[config.mk]
export PLATFORM = sky130hd
export DESIGN_NAME = regwin_top
export DESIGN_NICKNAME = d
export VERILOG_FILES = /design/src/rtl/regwin_pkg.sv /design/src/rtl/regwin_ctrl.sv /design/src/rtl/regwin_bank.sv /design/src/rtl/regwin_dreq.sv /design/src/rtl/regwin_top.sv
export SDC_FILE = /design/constraint.sdc
export NUM_CORES = 1
export LEC_CHECK = 0
export BUFFER_PORTS_ARGS = -buffer_cell sky130_fd_sc_hd__buf_2
export CAP_MARGIN = 40
export CORE_UTILIZATION = 30
export CTS_BUF_LIST = sky130_fd_sc_hd__clkbuf_2 sky130_fd_sc_hd__clkbuf_4 sky130_fd_sc_hd__clkbuf_8
export DETAILED_ROUTE_END_ITERATION = 7
export PLACE_DENSITY = 0.48
export SLEW_MARGIN = 5
export SYNTH_ARGS = -nofsm -noshare
export SYNTH_HDL_FRONTEND = slang
export SYNTH_SLANG_ARGS = --single-unit
[constraint.sdc]
create_clock -name clk -period 6.29 [get_ports clk]
set_input_delay 1.258 -clock clk [delete_from_list [all_inputs] [get_ports clk]]
set_output_delay 1.258 -clock clk [all_outputs]
set_load 0.01 [all_outputs]
[src/rtl/regwin_pkg.sv]
package regwin_pkg;
    localparam int BYTE_W   = 8;
    localparam int IDX_W    = 5;
    localparam int NUM_REGS = 1 << IDX_W;

    localparam logic PORT_CTRL = 1'b0;
    localparam logic PORT_DATA = 1'b1;

    localparam logic [BYTE_W-1:0] BUSY_READ     = 8'h80;
    localparam logic [BYTE_W-1:0] CFG_FREE_MASK = 8'h03;

    localparam logic [IDX_W-1:0] FMT_A_IDX = 5'd8;
    localparam logic [IDX_W-1:0] FMT_B_IDX = 5'd28;
    localparam logic [IDX_W-1:0] CFG_IDX   = 5'd9;

    typedef struct packed {
        logic             mce;
        logic             trd;
        logic [IDX_W-1:0] idx;
    } win_flags_t;

    function automatic logic is_fmt_reg(input logic [IDX_W-1:0] i);
        return (i == FMT_A_IDX) || (i == FMT_B_IDX);
    endfunction

    function automatic logic is_cfg_reg(input logic [IDX_W-1:0] i);
        return i == CFG_IDX;
    endfunction

    function automatic logic [BYTE_W-1:0] pack_ctrl(input win_flags_t f,
                                                    input logic [IDX_W-1:0] shown);
        return {1'b0, f.mce, f.trd, shown};
    endfunction
endpackage

[src/rtl/regwin_ctrl.sv]
module regwin_ctrl
    import regwin_pkg::*;
#(
    parameter int INIT_CYCLES = 16
) (
    input  logic              clk,
    input  logic              rst,
    input  logic              pwr_down,
    input  logic              legacy_mode,
    input  logic              idx_wr,
    input  logic [BYTE_W-1:0] wdata,
    output win_flags_t        flags,
    output logic              init_busy,
    output logic              locked,
    output logic [IDX_W-1:0]  eff_idx,
    output logic [BYTE_W-1:0] ctrl_rdata
);
    localparam int CNT_W = $clog2(INIT_CYCLES + 1);

    logic [CNT_W-1:0] init_cnt;

    always_ff @(posedge clk) begin
        if (rst)
            init_cnt <= CNT_W'(INIT_CYCLES);
        else if (init_cnt != '0)
            init_cnt <= init_cnt - 1'b1;
    end

    assign init_busy = (init_cnt != '0);
    assign locked    = init_busy | pwr_down;

    always_ff @(posedge clk) begin
        if (rst) begin
            flags.mce <= 1'b1;
            flags.trd <= 1'b0;
            flags.idx <= '0;
        end else if (idx_wr && !locked) begin
            flags.mce <= wdata[6];
            flags.trd <= wdata[5];
            flags.idx <= {wdata[4] & ~legacy_mode, wdata[3:0]};
        end
    end

    always_comb begin
        eff_idx = flags.idx;
        if (legacy_mode)
            eff_idx[IDX_W-1] = 1'b0;
    end

    assign ctrl_rdata = locked ? BUSY_READ : pack_ctrl(flags, eff_idx);

    // a locked control port keeps its flags
    assert_locked_hold_R3: assert property (@(posedge clk) disable iff (rst)
        (idx_wr && locked) |=> $stable(flags));

    assert_legacy_bit4_R5: assert property (@(posedge clk) disable iff (rst)
        (idx_wr && !locked && legacy_mode) |=> (flags.idx[IDX_W-1] == 1'b0));
endmodule

[src/rtl/regwin_bank.sv]
module regwin_bank
    import regwin_pkg::*;
(
    input  logic              clk,
    input  logic              rst,
    input  logic              wr_en,
    input  logic [IDX_W-1:0]  idx,
    input  logic [BYTE_W-1:0] wdata,
    input  logic              mce,
    output logic [BYTE_W-1:0] rdata
);
    logic [BYTE_W-1:0] regs [NUM_REGS];
    logic [BYTE_W-1:0] wr_mask;

    always_comb begin
        if (mce)
            wr_mask = '1;
        else if (is_cfg_reg(idx))
            wr_mask = CFG_FREE_MASK;
        else if (is_fmt_reg(idx))
            wr_mask = '0;
        else
            wr_mask = '1;
    end

    generate
        for (genvar g = 0; g < NUM_REGS; g++) begin : g_reg
            always_ff @(posedge clk) begin
                if (rst)
                    regs[g] <= '0;
                else if (wr_en && idx == IDX_W'(g))
                    regs[g] <= (regs[g] & ~wr_mask) | (wdata & wr_mask);
            end
        end
    endgenerate

    assign rdata = regs[idx];

    assert_fmt_locked_R6: assert property (@(posedge clk) disable iff (rst)
        (wr_en && !mce && is_fmt_reg(idx)) |=> (regs[$past(idx)] == $past(rdata)));

    assert_cfg_partial_R7: assert property (@(posedge clk) disable iff (rst)
        (wr_en && !mce && is_cfg_reg(idx)) |=>
            (regs[CFG_IDX][BYTE_W-1:2] == $past(rdata[BYTE_W-1:2])));
endmodule

[src/rtl/regwin_dreq.sv]
module regwin_dreq #(
    parameter int NUM_CH = 2
) (
    input  logic              clk,
    input  logic              rst,
    input  logic              trd,
    input  logic [NUM_CH-1:0] req_in,
    input  logic [NUM_CH-1:0] irq,
    output logic [NUM_CH-1:0] req_out
);
    generate
        for (genvar c = 0; c < NUM_CH; c++) begin : g_ch
            assign req_out[c] = req_in[c] & ~(trd & irq[c]);

            assert_gate_block_R9: assert property (@(posedge clk) disable iff (rst)
                (trd && irq[c]) |-> !req_out[c]);

            assert_gate_pass_R9: assert property (@(posedge clk) disable iff (rst)
                (!trd && req_in[c]) |-> req_out[c]);
        end
    endgenerate
endmodule

[src/rtl/regwin_top.sv]
module regwin_top
    import regwin_pkg::*;
#(
    parameter int INIT_CYCLES = 16
) (
    input  logic              clk,
    input  logic              rst,
    input  logic              host_port,
    input  logic              host_wr,
    input  logic [BYTE_W-1:0] host_wdata,
    output logic [BYTE_W-1:0] host_rdata,
    input  logic              legacy_mode,
    input  logic              pwr_down,
    input  logic              play_drq_in,
    input  logic              capt_drq_in,
    input  logic              play_irq,
    input  logic              capt_irq,
    output logic              play_drq_out,
    output logic              capt_drq_out,
    output logic              dac_mute
);
    win_flags_t        flags;
    logic              init_busy;
    logic              locked;
    logic [IDX_W-1:0]  eff_idx;
    logic [BYTE_W-1:0] ctrl_rdata;
    logic [BYTE_W-1:0] bank_rdata;
    logic [1:0]        drq_out;

    regwin_ctrl #(.INIT_CYCLES(INIT_CYCLES)) u_ctrl (
        .clk        (clk),
        .rst        (rst),
        .pwr_down   (pwr_down),
        .legacy_mode(legacy_mode),
        .idx_wr     (host_wr && host_port == PORT_CTRL),
        .wdata      (host_wdata),
        .flags      (flags),
        .init_busy  (init_busy),
        .locked     (locked),
        .eff_idx    (eff_idx),
        .ctrl_rdata (ctrl_rdata)
    );

    regwin_bank u_bank (
        .clk  (clk),
        .rst  (rst),
        .wr_en(host_wr && host_port == PORT_DATA && !init_busy),
        .idx  (eff_idx),
        .wdata(host_wdata),
        .mce  (flags.mce),
        .rdata(bank_rdata)
    );

    regwin_dreq #(.NUM_CH(2)) u_dreq (
        .clk    (clk),
        .rst    (rst),
        .trd    (flags.trd),
        .req_in ({capt_drq_in, play_drq_in}),
        .irq    ({capt_irq, play_irq}),
        .req_out(drq_out)
    );

    assign play_drq_out = drq_out[0];
    assign capt_drq_out = drq_out[1];
    assign dac_mute     = flags.mce;
    assign host_rdata   = (host_port == PORT_CTRL) ? ctrl_rdata : bank_rdata;

    assert_busy_read_R2: assert property (@(posedge clk) disable iff (rst)
        ((init_busy || pwr_down) && host_port == PORT_CTRL) |-> (host_rdata == BUSY_READ));

    assert_mute_source_R8: assert property (@(posedge clk) disable iff (rst)
        $rose(dac_mute) |-> $past(host_wr && host_port == PORT_CTRL && host_wdata[6]));

    assert_bank_lockout_R2: assert property (@(posedge clk) disable iff (rst)
        (init_busy && host_port == PORT_DATA) |=> $stable(bank_rdata) || $changed(eff_idx));
endmodule

==> impl_metrics.tcl <==
set metrics [dict create \
    syn2layout_area_growth_pct 11.9 \
    cts_setup_buffers 0 \
    utilization_pct 33.9 \
    ant_nets 0 \
    fin_crit_ps 4890 \
    r2r_slack_ps 2910 \
    syn-cell-area_um2 13700 \
    vias_per_cell 5.32 \
    dieWidth_um 216 \
    cp-startpoint "u_ctrl.init_cnt[0]" \
    reg2reg_depth 6 \
    critPathBufInv 2 \
    power.density_nw_per_um2 260 \
    critical_path_arrival_ps 3630 \
    antenna_found_initial 0 \
    num-fill-cells 4625 \
    clkLatencyLatePin_ps 600 \
    hp-class "reg2reg" \
    ys_async_sr_fraction_pct 0 \
    gp_congestion 0.855 \
    cp.required_ps 5030 \
    synth-seq-cells 268 \
    hold_violations 0 \
    ir_drop_mv 0.159 \
    setup_viol 0 \
    grt_pass1_vias 9751 \
    endpoint_kind "output pin" \
    ios 29 \
    diodes 0 \
    clk_path_buf_depth 3 \
    fin_nets 1249 \
    rsz0062_at_grt "false" \
    drt-initial-drc-count 839 \
    grt.overflow.total 0 \
    fin_tns_setup_ps 0 \
    clk_pin_slew_ps 60 \
    postCtsHoldBufs 0 \
    timing.final.crit_share_pct 77.8 \
    syn_inst 1221 \
    status "complete, no violations" \
    core_um2 45300 \
    ys_seq_area_share_pct 57.7 \
    cts_tree "built" \
    drc 0 \
    synth_top_area_share_pct 56.0 \
    startpoint_type "register" \
    slew_violations 0 \
    crit_end "host_rdata[4]" \
    io_buffers 28 \
    ys.warnings.count 0 \
    rows 78 \
    final_layout_size_suffix_gt1_share_pct 17.0 \
    ctsResizeCount 0 \
    p_leak_nw 5.12 \
    fin_worst_skew_ps 23.1 \
    slowest_delay_ps 760 \
    wirelength_um 43500 \
    regArea_um2 7930 \
    cpMaxStageDelayCell "or4b_1" \
    ys_top_cells_by_count "297 x nand2_1, 259 x a21oi_1, 256 x edfxtp_1, 45 x mux2i_1, 43 x clkbuf_1" \
    cts_made_buffers 46 \
    syn_nets 1241 \
    synth_edf_count 256 \
    r2r_end "u_bank.regs[21][7]" \
    worst-setup-path-type "reg2out" \
    dr.pass1.iters 7 \
    wl_per_cell_um 23.3 \
    relSlewSlack_pct 44.0 \
    ys_types 56 \
    grt_max_degree 85 \
    hpwl_um 28700 \
    avgSynthCellArea_um2 11.2 \
    synth-main-ff-cell "edfxtp_1" \
    cp_cell_sequence "inv_1, ha_1, or4b_1, nor3_4, a2111oi_0, a211oi_1, buf_2" \
    max_cap_viol_count 0 \
    yosysTopAreaCell "edfxtp_1" \
    vias 9928 \
    crit_fanout 19 \
    worst_pin_slew_ps 837 \
    dieArea_um2 46600 \
    max_freq_mhz 204 \
    die_h_um 216 \
    h-tree-depth 2 \
    crit_family "simple AND/OR/NAND/NOR gates" \
    clkSinkCount 268 \
    cts-root-buf "clkbuf_8" \
    grt_pass1_wl_um 65300 \
    grtUsageTotal_pct 18.6 \
    worstSetupPathDepth 7 \
    synth_area_leaders "edfxtp_1 56%, a21oi_1 9.4%, nand2_1 8.1%, mux4_2 6.2%, mux2i_1 3.3%" \
    multi_input_area_um2 5370 \
    yosysMostFrequentCell "nand2_1" \
    timing.rr.start "u_ctrl.eff_idx[3]" \
    initial_core_util_pct 30.3 \
]
## per-layer routing
metal / share of wire [%] / up-vias / global-route usage (%) / wire length [um]
li1: - / 4569 / - / -
met3: 5.9 / 66 / 3.48 / 2560
met5: 0 / - / 0 / 0
met1: 45 / 4977 / 25.4 / 19400
met4: 2.4 / 0 / 5.59 / 1040
met2: 47 / 316 / 30.1 / 20500
## worst reg2reg max path, delay by kind of cell, from the launching register on
kind	cells	cell delay, ps
simple gates	2	1100
flops	1	570
buf+inv	2	890
compound gates	2	550
## state kept, by name, summed over array words and instances (netlist names)
name	cells
u_bank.regs	256
u_ctrl.init_cnt	5
u_ctrl.eff_idx	4
u_ctrl.flags	3
## cell usage in the layout, fill, tap and decap left out, types with 3 or more instances in the layout
| master | Yosys | routed |
|---|---|---|
| nor2b_1 | 4 | 4 |
| a2111oi_0 | 3 | 3 |
| inv_1 | 5 | 5 |
| clkbuf_8 | 0 | 47 |
| o21ai_0 | 10 | 10 |
| a21o_1 | 31 | 31 |
| dfxtp_1 | 12 | 10 |
| clkbuf_4 | 0 | 19 |
| a21oi_2 | 13 | 13 |
| mux4_2 | 38 | 38 |
| xnor2_1 | 3 | 3 |
| mux2i_1 | 45 | 45 |
| buf_2 | 39 | 28 |
| o221ai_1 | 8 | 8 |
| nand2_1 | 297 | 297 |
| nor3_1 | 13 | 11 |
| clkinv_2 | 0 | 3 |
| nor2_1 | 27 | 27 |
| a21oi_1 | 259 | 259 |
| buf_4 | 3 | 22 |
| nand3_1 | 10 | 10 |
| nand2b_1 | 4 | 4 |
| a211oi_1 | 8 | 8 |
| a22o_1 | 5 | 5 |
| mux2_2 | 5 | 5 |
| edfxtp_1 | 256 | 256 |
| nand2_4 | 20 | 20 |
| o22ai_1 | 10 | 10 |
| clkinv_1 | 0 | 12 |
| a211o_1 | 3 | 3 |
| a22oi_1 | 3 | 3 |
## area by class of cell
type | instances | share of cell area, %
sequential | 268 | 51.6
multi-input combinational | 855 | 35.0
clock buffer | 66 | 5.14
tap | 600 | 4.89
timing repair buffer | 53 | 2.43
clock inverter | 18 | 0.831
inverter | 5 | 0.122
## logic make-up after synthesis
kind of cell    Yosys count  share of synthesized area (%)
buf+inv                  98                           3.50
mux                      88                           9.92
compound gates          370                           15.6
flops                   268                           57.7
fa+ha+maj                 2                          0.182
simple gates            392                           12.9
xor+xnor                  3                          0.191
## power breakdown
group	switching, W	internal (W)	leakage [nW]
clock network	0.000757	0.000887	0.484
registers	0.0000483	0.00202	2.74
logic	0.000191	0.0000920	1.90
total	0.000997	0.00300	5.12
## through the flow
step                      cell area [um2]  setup slack (ps)  hold slack (ps)  instances  power [W]
after floorplan                     13700              2580              441       1221    0.00228
after global placement              14400              1940              450       1779    0.00239
after detailed placement            14400              1920              459       1781    0.00239
after CTS                           15400              1400              465       1865    0.00403
after global routing                15400              1240              498       1865    0.00412
final                               15400              1400              464       1865    0.00400
## how the worst min path moves through the flow
| stage | endpoint | cells after the start | slack (ps) | start |
|---|---|---|---|---|
| final | u_ctrl.flags[4] | 2 | 460 | u_ctrl.flags[4] |
| after global routing | u_ctrl.flags[4] | 2 | 500 | u_ctrl.flags[4] |
| after CTS | u_ctrl.flags[4] | 2 | 470 | u_ctrl.flags[4] |
| after detailed placement | u_ctrl.flags[4] | 2 | 460 | u_ctrl.flags[4] |
| after global placement | u_ctrl.flags[4] | 2 | 450 | u_ctrl.flags[4] |
| after floorplan | u_ctrl.flags[4] | 2 | 440 | u_ctrl.flags[4] |
(Power assumes the default switching activity.)
